<file path="config.mk">
export PLATFORM = sky130hd
export DESIGN_NAME = shiftadd_mult
export DESIGN_NICKNAME = d
export VERILOG_FILES = /design/src/rtl/shiftadd_mult.sv
export SDC_FILE = /design/constraint.sdc
export NUM_CORES = 1
export LEC_CHECK = 0
export BUFFER_PORTS_ARGS = -buffer_cell sky130_fd_sc_hd__buf_4
export CAP_MARGIN = 20
export CORE_MARGIN = 2
export CORE_UTILIZATION = 55
export CTS_CLUSTER_DIAMETER = 200
export CTS_CLUSTER_SIZE = 25
export DETAILED_ROUTE_END_ITERATION = 8
export PLACE_DENSITY = 0.81
export SLEW_MARGIN = 20
export SYNTH_ARGS = -nofsm -noshare
export SYNTH_HDL_FRONTEND = slang
export SYNTH_SLANG_ARGS = --single-unit
export TNS_END_PERCENT = 100
</file>
<file path="constraint.sdc">
create_clock -name clk -period 7.7 [get_ports clk]
set_clock_uncertainty 0.1 [all_clocks]
set_input_delay 0 -clock clk [delete_from_list [all_inputs] [get_ports clk]]
set_output_delay 0 -clock clk [all_outputs]
set_load 0.005 [all_outputs]
</file>
<file path="src/rtl/shiftadd_mult.sv">
module shiftadd_mult #(
  parameter int W = 32
) (
  input  logic           clk,
  input  logic           rst,
  input  logic           start,
  input  logic [W-1:0]   mcand,
  input  logic [W-1:0]   mplier,
  output logic           busy,
  output logic           done,
  output logic [2*W-1:0] product
);
  localparam int CW = $clog2(W + 1);
  localparam logic [CW-1:0] LAST = CW'(W - 1);

  logic [W-1:0]  mcand_q;
  logic [CW-1:0] step;
  logic [W:0]    sum;

  assign sum = {1'b0, product[2*W-1:W]} + {1'b0, (product[0] ? mcand_q : {W{1'b0}})};

  always_ff @(posedge clk) begin
    if (rst) begin
      product <= '0;
      mcand_q <= '0;
      step    <= '0;
      busy    <= 1'b0;
      done    <= 1'b0;
    end else begin
      done <= 1'b0;
      if (busy) begin
        product <= {sum, product[W-1:1]};
        step    <= step + 1'b1;
        if (step == LAST) begin
          busy <= 1'b0;
          done <= 1'b1;
        end
      end else if (start) begin
        product <= {{W{1'b0}}, mplier};
        mcand_q <= mcand;
        step    <= '0;
        busy    <= 1'b1;
      end
    end
  end

  logic [CW-1:0] run_len;
  always_ff @(posedge clk) begin
    if (rst)       run_len <= '0;
    else if (busy) run_len <= run_len + 1'b1;
    else           run_len <= '0;
  end

  AST_BUSY_FROM_START: assert property (@(posedge clk) disable iff (rst)
    $rose(busy) |-> $past(start));
  AST_DONE_AFTER_W: assert property (@(posedge clk) disable iff (rst)
    done |-> (run_len == CW'(W)));
  AST_DONE_PULSE: assert property (@(posedge clk) disable iff (rst)
    done |=> !done);
  AST_BUSY_ENDS_IN_DONE: assert property (@(posedge clk) disable iff (rst)
    busy |=> (busy || done));
  AST_NOT_BOTH: assert property (@(posedge clk) disable iff (rst)
    !(busy && done));
  AST_HOLD_RESULT: assert property (@(posedge clk) disable iff (rst)
    (!busy && !start) |=> $stable(product));
endmodule

</file>
# Word level (Yosys, flattened, before mapping)
# Cells that the tools add are included.
# totals
reg_bits	104
latchBits	0
ram_bits	0
mem_bits_ro	0
inputBits	67
output_inout_bits	66
elab_cells	21
mem_count	0
# classes
addsub	2
mul	0
div	0
order_cmp	0
n_eq_ne	1
n_shift	0
muxes	9
n_bitwise	1
reduce_logical	3
# op_table
operator	count
$mux 64	2
$add 32x32->33	1
$mux 32	1
$mux 6	2
$add 6x1->6 const B	1
$eq 6x5->1 const B	1
$mux 1	4
$reduce_and 2->1	1
$reduce_bool 2->1	1
$reduce_or 2->1	1
$not 1->1	1

# Longest topological paths before layout
# Gate-level depths: netlist of run 1.
# logic_depth
ltp_word	3
depth_mapped	12
mapped_depth_nobuf	11

# Least setup slack after synthesis of run 1
# Ideal clock, no wire load.
# synth_timing
path_kind	register to register
startpoint	reg product[0]
endpoint	reg product[55]
setup_time_ns	0.129
arrival_ns	2.399
required_time_ns	7.471
setup_slack_ns	5.072
stages_incl_launch_ff	13
path_buffers	1
period_less_slack_ns	2.628
path_cell_list	dfxtp_1 -> clkbuf_1 -> and2_1 -> ha_1 -> inv_1 -> fa_1 -> nor2b_1 -> o211ai_1 -> a31oi_2 -> o211ai_1 -> a21oi_1 -> xnor2_1 -> o21ai_0
# synth_via
elab_chain_len	3
# synth_lines
element	line_no	rtl
start, declared	11	output logic [2*W-1:0] product
start signal, assigned	32	product <= {sum, product[W-1:1]};
start signal, assigned	39	product <= {{W{1'b0}}, mplier};
$mux 32	20	assign sum = {1'b0, product[2*W-1:W]} + {1'b0, (product[0] ? mcand_q : {W{1'b0}})};
$add 32x32->33	20	
$mux 64	31	if (busy) begin
# No other way between the ends.
# A chain may end at the register's enable or synchronous reset.

# Worst setup path after layout of run 1
# Same ends and word-level chain as after synthesis.

==> results.rst, run 1 <==
.. list-table::
   :header-rows: 1

   * - Metric
     - Value
   * - DR vias/cell
     - 5.68
   * - Post-place instance area
     - between 6000 and 7000 sq um
   * - Critical path launch point type
     - flop
   * - CTS tree
     - built
   * - Buffer type at the clock tree root
     - sky130_fd_sc_hd__clkbuf_8
   * - Reg-to-Reg End
     - product[55]
   * - Reg power frac
     - a little over half
   * - Final sum of negative setup slack
     - 0 ns
   * - Via count of the first global-routing pass
     - 5864
   * - First-pass GRT wire length
     - 27600 um
   * - Number of hold buffers added after CTS
     - 64
   * - Maximum ir drop on the vdd rail
     - around 0.14 mV
   * - Pin count of the biggest net entering global routing
     - 76
   * - Leakage power
     - 3.35 nW
   * - Remaining design rule violation count
     - 0
   * - Post-route worst setup slack
     - 4.12 ns
   * - Synthesized area per cell
     - 7.85 sq um
   * - Synthesized instance count
     - 738
   * - Final weighted congestion of routability-driven global placement
     - roughly 0.9
   * - Proportion of power drawn by combinational gates
     - 15.1%
   * - End of the worst hold path
     - product[23]
   * - Hold Crit Start
     - rst
   * - Number of nets with antenna violations after routing
     - 0
   * - Slew at the pin closest to its max-slew limit
     - between 1 and 1.5 ns
   * - Overflow left after global routing
     - 0
   * - Buffer count from post-CTS setup fixing
     - 0
   * - CTS H-Tree Depth
     - 3
   * - Count of synthesis-stage warnings from yosys
     - 0
   * - Power per unit of standard cell area
     - 143 nW/um^2
   * - Initial Util
     - about 56%
   * - Total CTS buffers
     - 9
   * - Critical Path End Type
     - flop
   * - Post-layout minimum cycle time
     - around 3.6 ns
   * - Horizontal die dimension
     - approximately 110 um
   * - Upper clock frequency limit
     - 280 MHz
   * - Iter 0 DRT Violations
     - 368
   * - Net count after synthesis
     - 839
   * - Register bit total from synthesis
     - 104
   * - Most used DFF post-synth
     - sky130_fd_sc_hd__dfxtp_1
   * - Filler cells
     - 754
   * - Worst relative slew slack
     - 26.1%
   * - Clock Sink Count
     - around 100
   * - Nets
     - 1005
   * - Final hold vios
     - 0
   * - Worst hold stages
     - 2
   * - IO Count
     - ~130
   * - Number of unique standard cell types used by synthesis
     - 55
   * - Maximum capacitance violations
     - 0
   * - Final clock period utilization by the worst path
     - about 46%
   * - Quantity of I/O buffers inserted on ports
     - 132
   * - Number of vias after detailed routing
     - 5936
   * - Path class of the lowest-slack min-delay path
     - primary input to flop
   * - Worst slack at placement
     - approximately 4.2 ns
   * - Highest-count cells in the layout ignoring fill and taps
     - sky130_fd_sc_hd__buf_4, sky130_fd_sc_hd__nand2_1, sky130_fd_sc_hd__dfxtp_1
   * - Source-to-sink clock delay at the later pin of the worst-skew pair
     - 0.38 ns
   * - Antenna violations before repair
     - 0
   * - First drt pass iteration count
     - 5
   * - Number of synthesized flops with an enable pin
     - 0
   * - Final max-slew violation count
     - 0
   * - Largest fanout on the critical path
     - 34
   * - Post_cts resized
     - 0
   * - CTS clock-pin slew for the worst setup and hold paths
     - 0.10 ns
   * - Number of failing setup endpoints in the final timing report
     - 0
   * - Switching part of the total
     - 26.6%
   * - Cell Area, Synth
     - 5790 sq um
   * - Result of the run
     - completed
   * - Area of the die
     - ~11000 sq um
   * - Seq/Total Area, Yosys
     - 35.9%
   * - Clock network fraction of total power
     - 32.4%
   * - Leading cell type in the layout, fill and taps excluded
     - sky130_fd_sc_hd__buf_4
   * - Worst r2r src
     - product[0]
   * - DIE HEIGHT
     - between 100 and 150 um
   * - Total non-filler cell area in the finished layout
     - 7660 sq um
   * - Share of cells above drive strength 1
     - 18.6%
   * - Diode count
     - 0
   * - Endpoint arrival time on the critical path
     - 3.71 ns
   * - WS Path Type
     - flop to flop
   * - Switching power total
     - ~0.29 mW
   * - Design internal power
     - 0.806 mW
   * - Final wirelength
     - 17100 um
   * - Total number of placement rows
     - 37
   * - Average wire per cell in the routed design
     - between 15 and 20 um
   * - R2R Setup Slk
     - 4.12 ns
   * - Final Power
     - roughly 1.1 mW
   * - FFs w/ async S/R, synth
     - 0%
   * - RSZ-0062 raised after global routing
     - no
   * - Required @ worst endpoint
     - 7.83 ns
   * - Utilization of the core after routing
     - between 70% and 80%
   * - Total track usage
     - 30.1%
   * - Cell count of the worst reg-to-reg path
     - 11
   * - Maximum clock insertion buffer count
     - 2
   * - Area growth syn-to-layout
     - 32.3%
   * - Half-perimeter wire length of the detailed placement result
     - 11100 um
   * - Core ar.
     - slightly above 10000 sq um
==> metrics by stage <==
| step | std cells | hold WS [ns] |
|---|---|---|
| global route | 1045 | 0.0812 |
| CTS | 1045 | 0.0519 |
| detailed placement | 965 | 0.158 |
| finish | 1045 | 0.0510 |
| floorplan | 738 | 0.0360 |
| global placement | 965 | 0.147 |
==> kinds of logic (layout without fill, tap and decap cells) <==
kind of cell / after synthesis / count (layout) / share of synthesized area, %
AOI/OAI and AO/OA: 204 / 204 / 21.5
xor gates and xnor gates: 28 / 28 / 4.23
adders and majority gates: 34 / 34 / 7.47
buffers and inverters: 53 / 224 / 3.50
DFF: 104 / 104 / 35.9
muxes: 33 / 33 / 5.70
and+or+nand+nor: 282 / 282 / 21.7
==> worst max-delay path, cell delays in order, from the launching register on <==
cell	delay [ns]
sky130_fd_sc_hd__dfxtp_1	0.99
sky130_fd_sc_hd__and2_1	0.24
sky130_fd_sc_hd__ha_1	0.16
sky130_fd_sc_hd__inv_1	0.06
sky130_fd_sc_hd__fa_1	0.40
sky130_fd_sc_hd__nor2b_1	0.20
sky130_fd_sc_hd__o211ai_1	0.14
sky130_fd_sc_hd__a31oi_2	0.35
sky130_fd_sc_hd__o211ai_1	0.24
sky130_fd_sc_hd__a21oi_1	0.28
sky130_fd_sc_hd__xnor2_1	0.16
sky130_fd_sc_hd__o21ai_0	0.10
==> state kept, by name, indices dropped and copies added (netlist names) <==
register	cells
mcand_q	32
product	64
done	1
busy	1
step	6
==> cell usage after synthesis (2+ instances only) <==
master	instances	share of area, %
sky130_fd_sc_hd__a211oi_1	3	0.39
sky130_fd_sc_hd__a21boi_0	3	0.39
sky130_fd_sc_hd__a21o_1	5	0.65
sky130_fd_sc_hd__a21oi_1	98	8.5
sky130_fd_sc_hd__a22o_1	2	0.30
sky130_fd_sc_hd__a31oi_1	3	0.32
sky130_fd_sc_hd__a32o_1	3	0.52
sky130_fd_sc_hd__and2_1	32	3.5
sky130_fd_sc_hd__and3_1	3	0.32
sky130_fd_sc_hd__buf_1	6	0.39
sky130_fd_sc_hd__buf_2	3	0.26
sky130_fd_sc_hd__clkbuf_1	36	2.3
sky130_fd_sc_hd__dfxtp_1	104	36
sky130_fd_sc_hd__ha_1	33	7.1
sky130_fd_sc_hd__inv_1	8	0.52
sky130_fd_sc_hd__mux2i_1	33	5.7
sky130_fd_sc_hd__nand2_1	119	7.7
sky130_fd_sc_hd__nand2b_1	6	0.65
sky130_fd_sc_hd__nand3_1	4	0.35
sky130_fd_sc_hd__nand4_1	10	1.1
sky130_fd_sc_hd__nor2_1	84	5.4
sky130_fd_sc_hd__nor2b_1	5	0.54
sky130_fd_sc_hd__nor3_1	5	0.43
sky130_fd_sc_hd__nor4_1	4	0.43
sky130_fd_sc_hd__o211ai_1	6	0.78
sky130_fd_sc_hd__o21a_1	6	0.78
sky130_fd_sc_hd__o21ai_0	47	4.1
sky130_fd_sc_hd__o21ai_1	7	0.60
sky130_fd_sc_hd__o21bai_1	3	0.39
sky130_fd_sc_hd__o221ai_1	3	0.45
sky130_fd_sc_hd__or2_2	2	0.22
sky130_fd_sc_hd__or3_1	3	0.32
sky130_fd_sc_hd__xnor2_1	16	2.4
sky130_fd_sc_hd__xor2_1	12	1.8
==> how the worst max path moves through the flow <==
stage	startpoint	end	slack, ns
after global placement	product[0]	product[55]	4.40
final	product[0]	product[55]	4.12
after global routing	product[0]	product[55]	3.82
after detailed placement	product[0]	product[55]	4.18
after floorplan	product[0]	product[55]	5.07
after CTS	product[0]	product[55]	4.15
==> layer usage <==
metal / track usage (%) / up-vias / part of all wire [%]
li1: - / 2885 / -
met1: 37.1 / 2792 / 41
met2: 51.5 / 214 / 50
met3: 4.68 / 45 / 6.1
met4: 14.0 / 0 / 3.3
met5: 0 / - / 0
==> final cells by class <==
cell class	instances	area [sq um]	area share [%]
well taps	136	170	2.22
flip-flops and latches	104	2080	27.2
inverters	8	30.0	0.392
multi-input cells	581	3520	45.9
clock buffers	10	138	1.80
repair buffers	200	1660	21.7
clock inverters	6	66.3	0.865
==> power groups by stage <==
stage	registers, mW	clock network (mW)	logic [mW]
final	0.577	0.356	0.166
after global routing	0.579	0.380	0.181
after CTS	0.576	0.361	0.160
after detailed placement	0.588	0	0.134
after global placement	0.588	0	0.129
after floorplan	0.584	0	0.0761
Note: power is estimated with default switching activity, not from simulation.
==> run 2, diff against run 1 <==
--- a/config.mk
+++ b/config.mk
@@ -5,6 +5,7 @@
 export SDC_FILE = /design/constraint.sdc
 export NUM_CORES = 1
 export LEC_CHECK = 0
+export ABC_AREA = 1
 export BUFFER_PORTS_ARGS = -buffer_cell sky130_fd_sc_hd__buf_4
 export CAP_MARGIN = 20
 export CORE_MARGIN = 2
@@ -12,7 +13,7 @@
 export CTS_CLUSTER_DIAMETER = 200
 export CTS_CLUSTER_SIZE = 25
 export DETAILED_ROUTE_END_ITERATION = 8
-export PLACE_DENSITY = 0.81
+export PLACE_DENSITY = 0.8
 export SLEW_MARGIN = 20
 export SYNTH_ARGS = -nofsm -noshare
 export SYNTH_HDL_FRONTEND = slang
==> constraint.sdc (replaced) <==
create_clock -name clk -period 3.5 [get_ports clk]
set_clock_uncertainty 0.1 [all_clocks]
set_input_delay 0 -clock clk [delete_from_list [all_inputs] [get_ports clk]]
set_output_delay 0 -clock clk [all_outputs]
set_load 0.005 [all_outputs]
==> run 2 against run 1 <==
Effect of this change:
- worst hold slack improved by 0.29 ns
- clock power grew to 2.9 times the previous value
- cell count grew 37%
- register-to-register slack worse by 3.1 ns
- combinational power rose by 140%
- worst setup slack got worse by 3.1 ns
- largest cell class unchanged
- critical path type unchanged
==> results.rst, run 2 <==
.. list-table::
   :header-rows: 1

   * - Metric
     - Value
   * - Slowest cell on the critical path
     - sky130_fd_sc_hd__clkinv_2
   * - Switching part of the total
     - 27.0% (+0.38 points)
   * - Upper clock frequency limit
     - 403 MHz (+44%)
   * - Quantity of I/O buffers inserted on ports
     - 132 (unchanged)
   * - Power per unit of standard cell area
     - 315 nW/um^2 (+120%)
   * - Overflow left after global routing
     - 0 (unchanged)
   * - Register bit total from synthesis
     - 104 (unchanged)
   * - Via count of the first global-routing pass
     - 7105 (+21%)
   * - Largest regs
     - product: 64 flops, mcand_q: 32 flops, step: 6 flops
   * - CTS clock-pin slew for the worst setup and hold paths
     - 0.07 ns (-0.03 ns)
   * - Most frequent cell after synthesis
     - sky130_fd_sc_hd__nand2_1
   * - Average wire per cell in the routed design
     - 14.3 um (-13%)
   * - Final wirelength
     - 20500 um (+20%)
   * - WS Path Type
     - flop to flop
   * - First-pass GRT wire length
     - 33600 um (+21%)
   * - Buffer count from post-CTS setup fixing
     - 0 (unchanged)
   * - Highest-count cells in the layout ignoring fill and taps
     - sky130_fd_sc_hd__nand2_1, sky130_fd_sc_hd__inv_1, sky130_fd_sc_hd__buf_4
   * - Number of buffers and inverters on the critical path
     - 2 (+1)
   * - First drt pass iteration count
     - 5 (unchanged)
   * - Worst relative slew slack
     - 40.2% (+14 points)
   * - Dominant cell type by area after synthesis
     - sky130_fd_sc_hd__dfxtp_1
   * - Count of synthesis-stage warnings from yosys
     - 0 (unchanged)
   * - Worst hold stages
     - 4 (+2)
   * - DIE HEIGHT
     - 113 um (+6.3%)
   * - Nets
     - 1388 (+38%)
   * - Reg-to-Reg End
     - product[14]
   * - Number of hold buffers added after CTS
     - 66 (+3.1%)
   * - Most used DFF post-synth
     - sky130_fd_sc_hd__dfxtp_1
   * - Sequential standard cell area
     - 2080 sq um (about the same)
   * - Number of nets with antenna violations after routing
     - 0 (unchanged)
   * - R2R Setup Slk
     - 1.02 ns (-3.10 ns)
   * - Required @ worst endpoint
     - 3.64 ns (-4.19 ns)
   * - Post-place instance area
     - 7640 sq um (+12%)
   * - Share of the synthesized area in the top cell type
     - 31.7% (-4.3 points)
   * - Initial Util
     - 57.1% (+0.71 points)
   * - Area of the die
     - 12800 sq um (+13%)
   * - Post_cts resized
     - 0 (unchanged)
   * - Synthesized-area fraction occupied by adder cells
     - 6.59% (-0.89 points)
   * - Largest fanout on the critical path
     - 64 (+88%)
   * - Final weighted congestion of routability-driven global placement
     - 0.912 (+1.2%)
   * - Synthesized instance count
     - 1103 (+49%)
   * - CTS tree
     - built
   * - Number of flip-flops in the largest register
     - 64 (unchanged)
   * - Combinational family with the most area after synthesis
     - simple AND/OR/NAND/NOR gates
   * - Final clock period utilization by the worst path
     - 70.9% (+24 points)
   * - Post-layout minimum cycle time
     - 2.48 ns (-1.10 ns)
   * - Crit-path cells
     - inv_2 > nand2_2 > clkinv_2 > a22oi_1 > o22ai_1
   * - XOR/XNOR share of the synthesized area
     - 0% (-4.2 points)
   * - Antenna violations before repair
     - 1 (+1)
   * - Maximum capacitance violations
     - 0 (unchanged)
   * - Half-perimeter wire length of the detailed placement result
     - 13800 um (+24%)
   * - Reg power frac
     - 47.1% (-5.4 points)
   * - Leakage power
     - 5.03 nW (+50%)
   * - Total number of placement rows
     - 39 (+5.4%)
   * - Total non-filler cell area in the finished layout
     - 8610 sq um (+12%)
   * - Multiplexer fraction of the synthesized cell area
     - 0% (-5.7 points)
   * - Proportion of power drawn by combinational gates
     - 14.7% (-0.4 points)
   * - Design internal power
     - 1.98 mW (+150%)
   * - Filler cells
     - 924 (+23%)
   * - Category of cells accounting for the largest share of critical-path delay
     - buffers and inverters
   * - Register bank with the most flops
     - product
   * - Critical Path End Type
     - flop
   * - Number of synthesized flops with an enable pin
     - 0 (unchanged)
   * - Worst r2r src
     - busy
   * - Cell Area, Synth
     - 6570 sq um (+13%)
   * - Final hold vios
     - 0 (unchanged)
   * - Horizontal die dimension
     - 113 um (+6.3%)
   * - Maximum clock insertion buffer count
     - 2 (unchanged)
   * - DR vias/cell
     - 5.19 (-8.6%)
   * - Seq/Total Area, Yosys
     - 31.7% (-4.3 points)
   * - Final sum of negative setup slack
     - 0 ns (unchanged)
   * - Synthesized area per cell
     - 5.96 sq um (-24%)
   * - Area of the multi-input gates
     - 3610 sq um (+2.7%)
   * - Critical path launch point type
     - flop
   * - Synthesized-area fraction occupied by ao, oa, aoi and oai cells
     - 9.82% (-12 points)
   * - Total track usage
     - 32.5% (+2.4 points)
   * - Cell count of the worst reg-to-reg path
     - 5 (-6)
   * - Slew at the pin closest to its max-slew limit
     - 0.896 ns (-0.213 ns)
   * - Source-to-sink clock delay at the later pin of the worst-skew pair
     - 0.36 ns (-0.02 ns)
   * - IO Count
     - 133 (unchanged)
   * - Iter 0 DRT Violations
     - 560 (+52%)
   * - FFs w/ async S/R, synth
     - 0% (unchanged)
   * - Number of vias after detailed routing
     - 7457 (+26%)
   * - Number of failing setup endpoints in the final timing report
     - 0 (unchanged)
   * - Endpoint arrival time on the critical path
     - 2.63 ns (-1.08 ns)
   * - Total CTS buffers
     - 9 (unchanged)
   * - Path class of the lowest-slack min-delay path
     - primary input to flop
   * - Buffer type at the clock tree root
     - sky130_fd_sc_hd__clkbuf_16
   * - Leading cell type in the layout, fill and taps excluded
     - sky130_fd_sc_hd__nand2_1
   * - Final max-slew violation count
     - 0 (unchanged)
   * - Switching power total
     - 0.733 mW (+150%)
   * - Top cells by count, synth
     - sky130_fd_sc_hd__nand2_1, sky130_fd_sc_hd__inv_1, sky130_fd_sc_hd__nor2_1, sky130_fd_sc_hd__dfxtp_1, sky130_fd_sc_hd__nand3_1
   * - CTS H-Tree Depth
     - 3 (unchanged)
   * - Clock network fraction of total power
     - 38.2% (+5.8 points)
   * - Clock Sink Count
     - 104 (unchanged)
   * - Result of the run
     - completed
   * - Maximum ir drop on the vdd rail
     - 0.393 mV (+180%)
   * - Hold Crit Start
     - mcand[2]
   * - Pin count of the biggest net entering global routing
     - 65 (-14%)
   * - Delay of the slowest critical-path stage
     - 0.87 ns (-0.12 ns)
   * - Area growth syn-to-layout
     - 30.9%
   * - Remaining design rule violation count
     - 0 (unchanged)
   * - Core ar.
     - 11500 sq um (+12%)
   * - Simple-gate portion of the synthesized area
     - 38.5% (+17 points)
   * - Net count after synthesis
     - 1204 (+44%)
   * - Share of cells above drive strength 1
     - 14.2% (-4.4 points)
   * - End of the worst hold path
     - mcand_q[2]
   * - Number of unique standard cell types used by synthesis
     - 33 (-40%)
   * - Leading cell types by total area after synthesis
     - sky130_fd_sc_hd__dfxtp_1, sky130_fd_sc_hd__nand2_1, sky130_fd_sc_hd__inv_1, sky130_fd_sc_hd__nor2_1, sky130_fd_sc_hd__ha_1
   * - RSZ-0062 raised after global routing
     - no
-- run 2: worst register-to-register path: stages, from the launching register on --
cell and delay, ns:
sky130_fd_sc_hd__dfxtp_1 0.35, sky130_fd_sc_hd__inv_2 0.06, sky130_fd_sc_hd__nand2_2 0.44, sky130_fd_sc_hd__clkinv_2 0.87
sky130_fd_sc_hd__a22oi_1 0.44, sky130_fd_sc_hd__o22ai_1 0.10
-- run 2: area by class of cell --
type                    count  share of cell area (%)
diodes                      1                  0.0291
clock buffers              12                    3.10
clock inverters             4                   0.407
inverters                 191                    8.35
multi-input cells         775                    42.0
flip-flops and latches    104                    24.2
well taps                 143                    2.08
repair buffers            206                    19.9
-- run 2: metal layers --
metal / vias to the layer above / GRT usage [%] / wire [um]
li1: 3729 / - / -
met1: 3337 / 40.9 / 8740
met2: 329 / 54.4 / 9370
met3: 62 / 7.93 / 1670
met4: 0 / 11.6 / 684
met5: - / 0 / 0
-- run 2: logic make-up after synthesis --
kind of cell,after synthesis
buffers and inverters,224
adder cells (fa/ha/maj),34
AND/OR/NAND/NOR,629
flip-flops,104
AO/OA/AOI/OAI,112
-- run 2: power groups by stage --
stage	Sequential [mW]	Combinational, mW	Clock, mW
floorplan	1.30	0.181	0
global placement	1.30	0.318	0
detailed placement	1.30	0.323	0
CTS	1.28	0.383	1.04
global route	1.29	0.441	1.09
finish	1.28	0.399	1.04
-- run 2: how the worst max path moves through the flow --
stage,start,endpoint,cells past startpoint
after detailed placement,product[0],product[59],16
after global routing,busy,product[14],5
after CTS,product[0],product[59],16
after global placement,product[0],product[59],16
final,busy,product[14],5
after floorplan,product[0],product[59],17
-- run 2: per-stage QoR --
stage	util, %	power [mW]	setup slack [ns]	hold slack (ns)	cells
floorplan	-	1.48	1.07	-0.0232	1103
global placement	66.3	1.62	1.16	0.150	1353
detailed placement	66.3	1.63	1.10	0.161	1353
CTS	74.7	2.70	1.03	0.334	1435
global route	74.7	2.82	0.718	0.366	1436
finish	74.7	2.71	1.02	0.341	1436
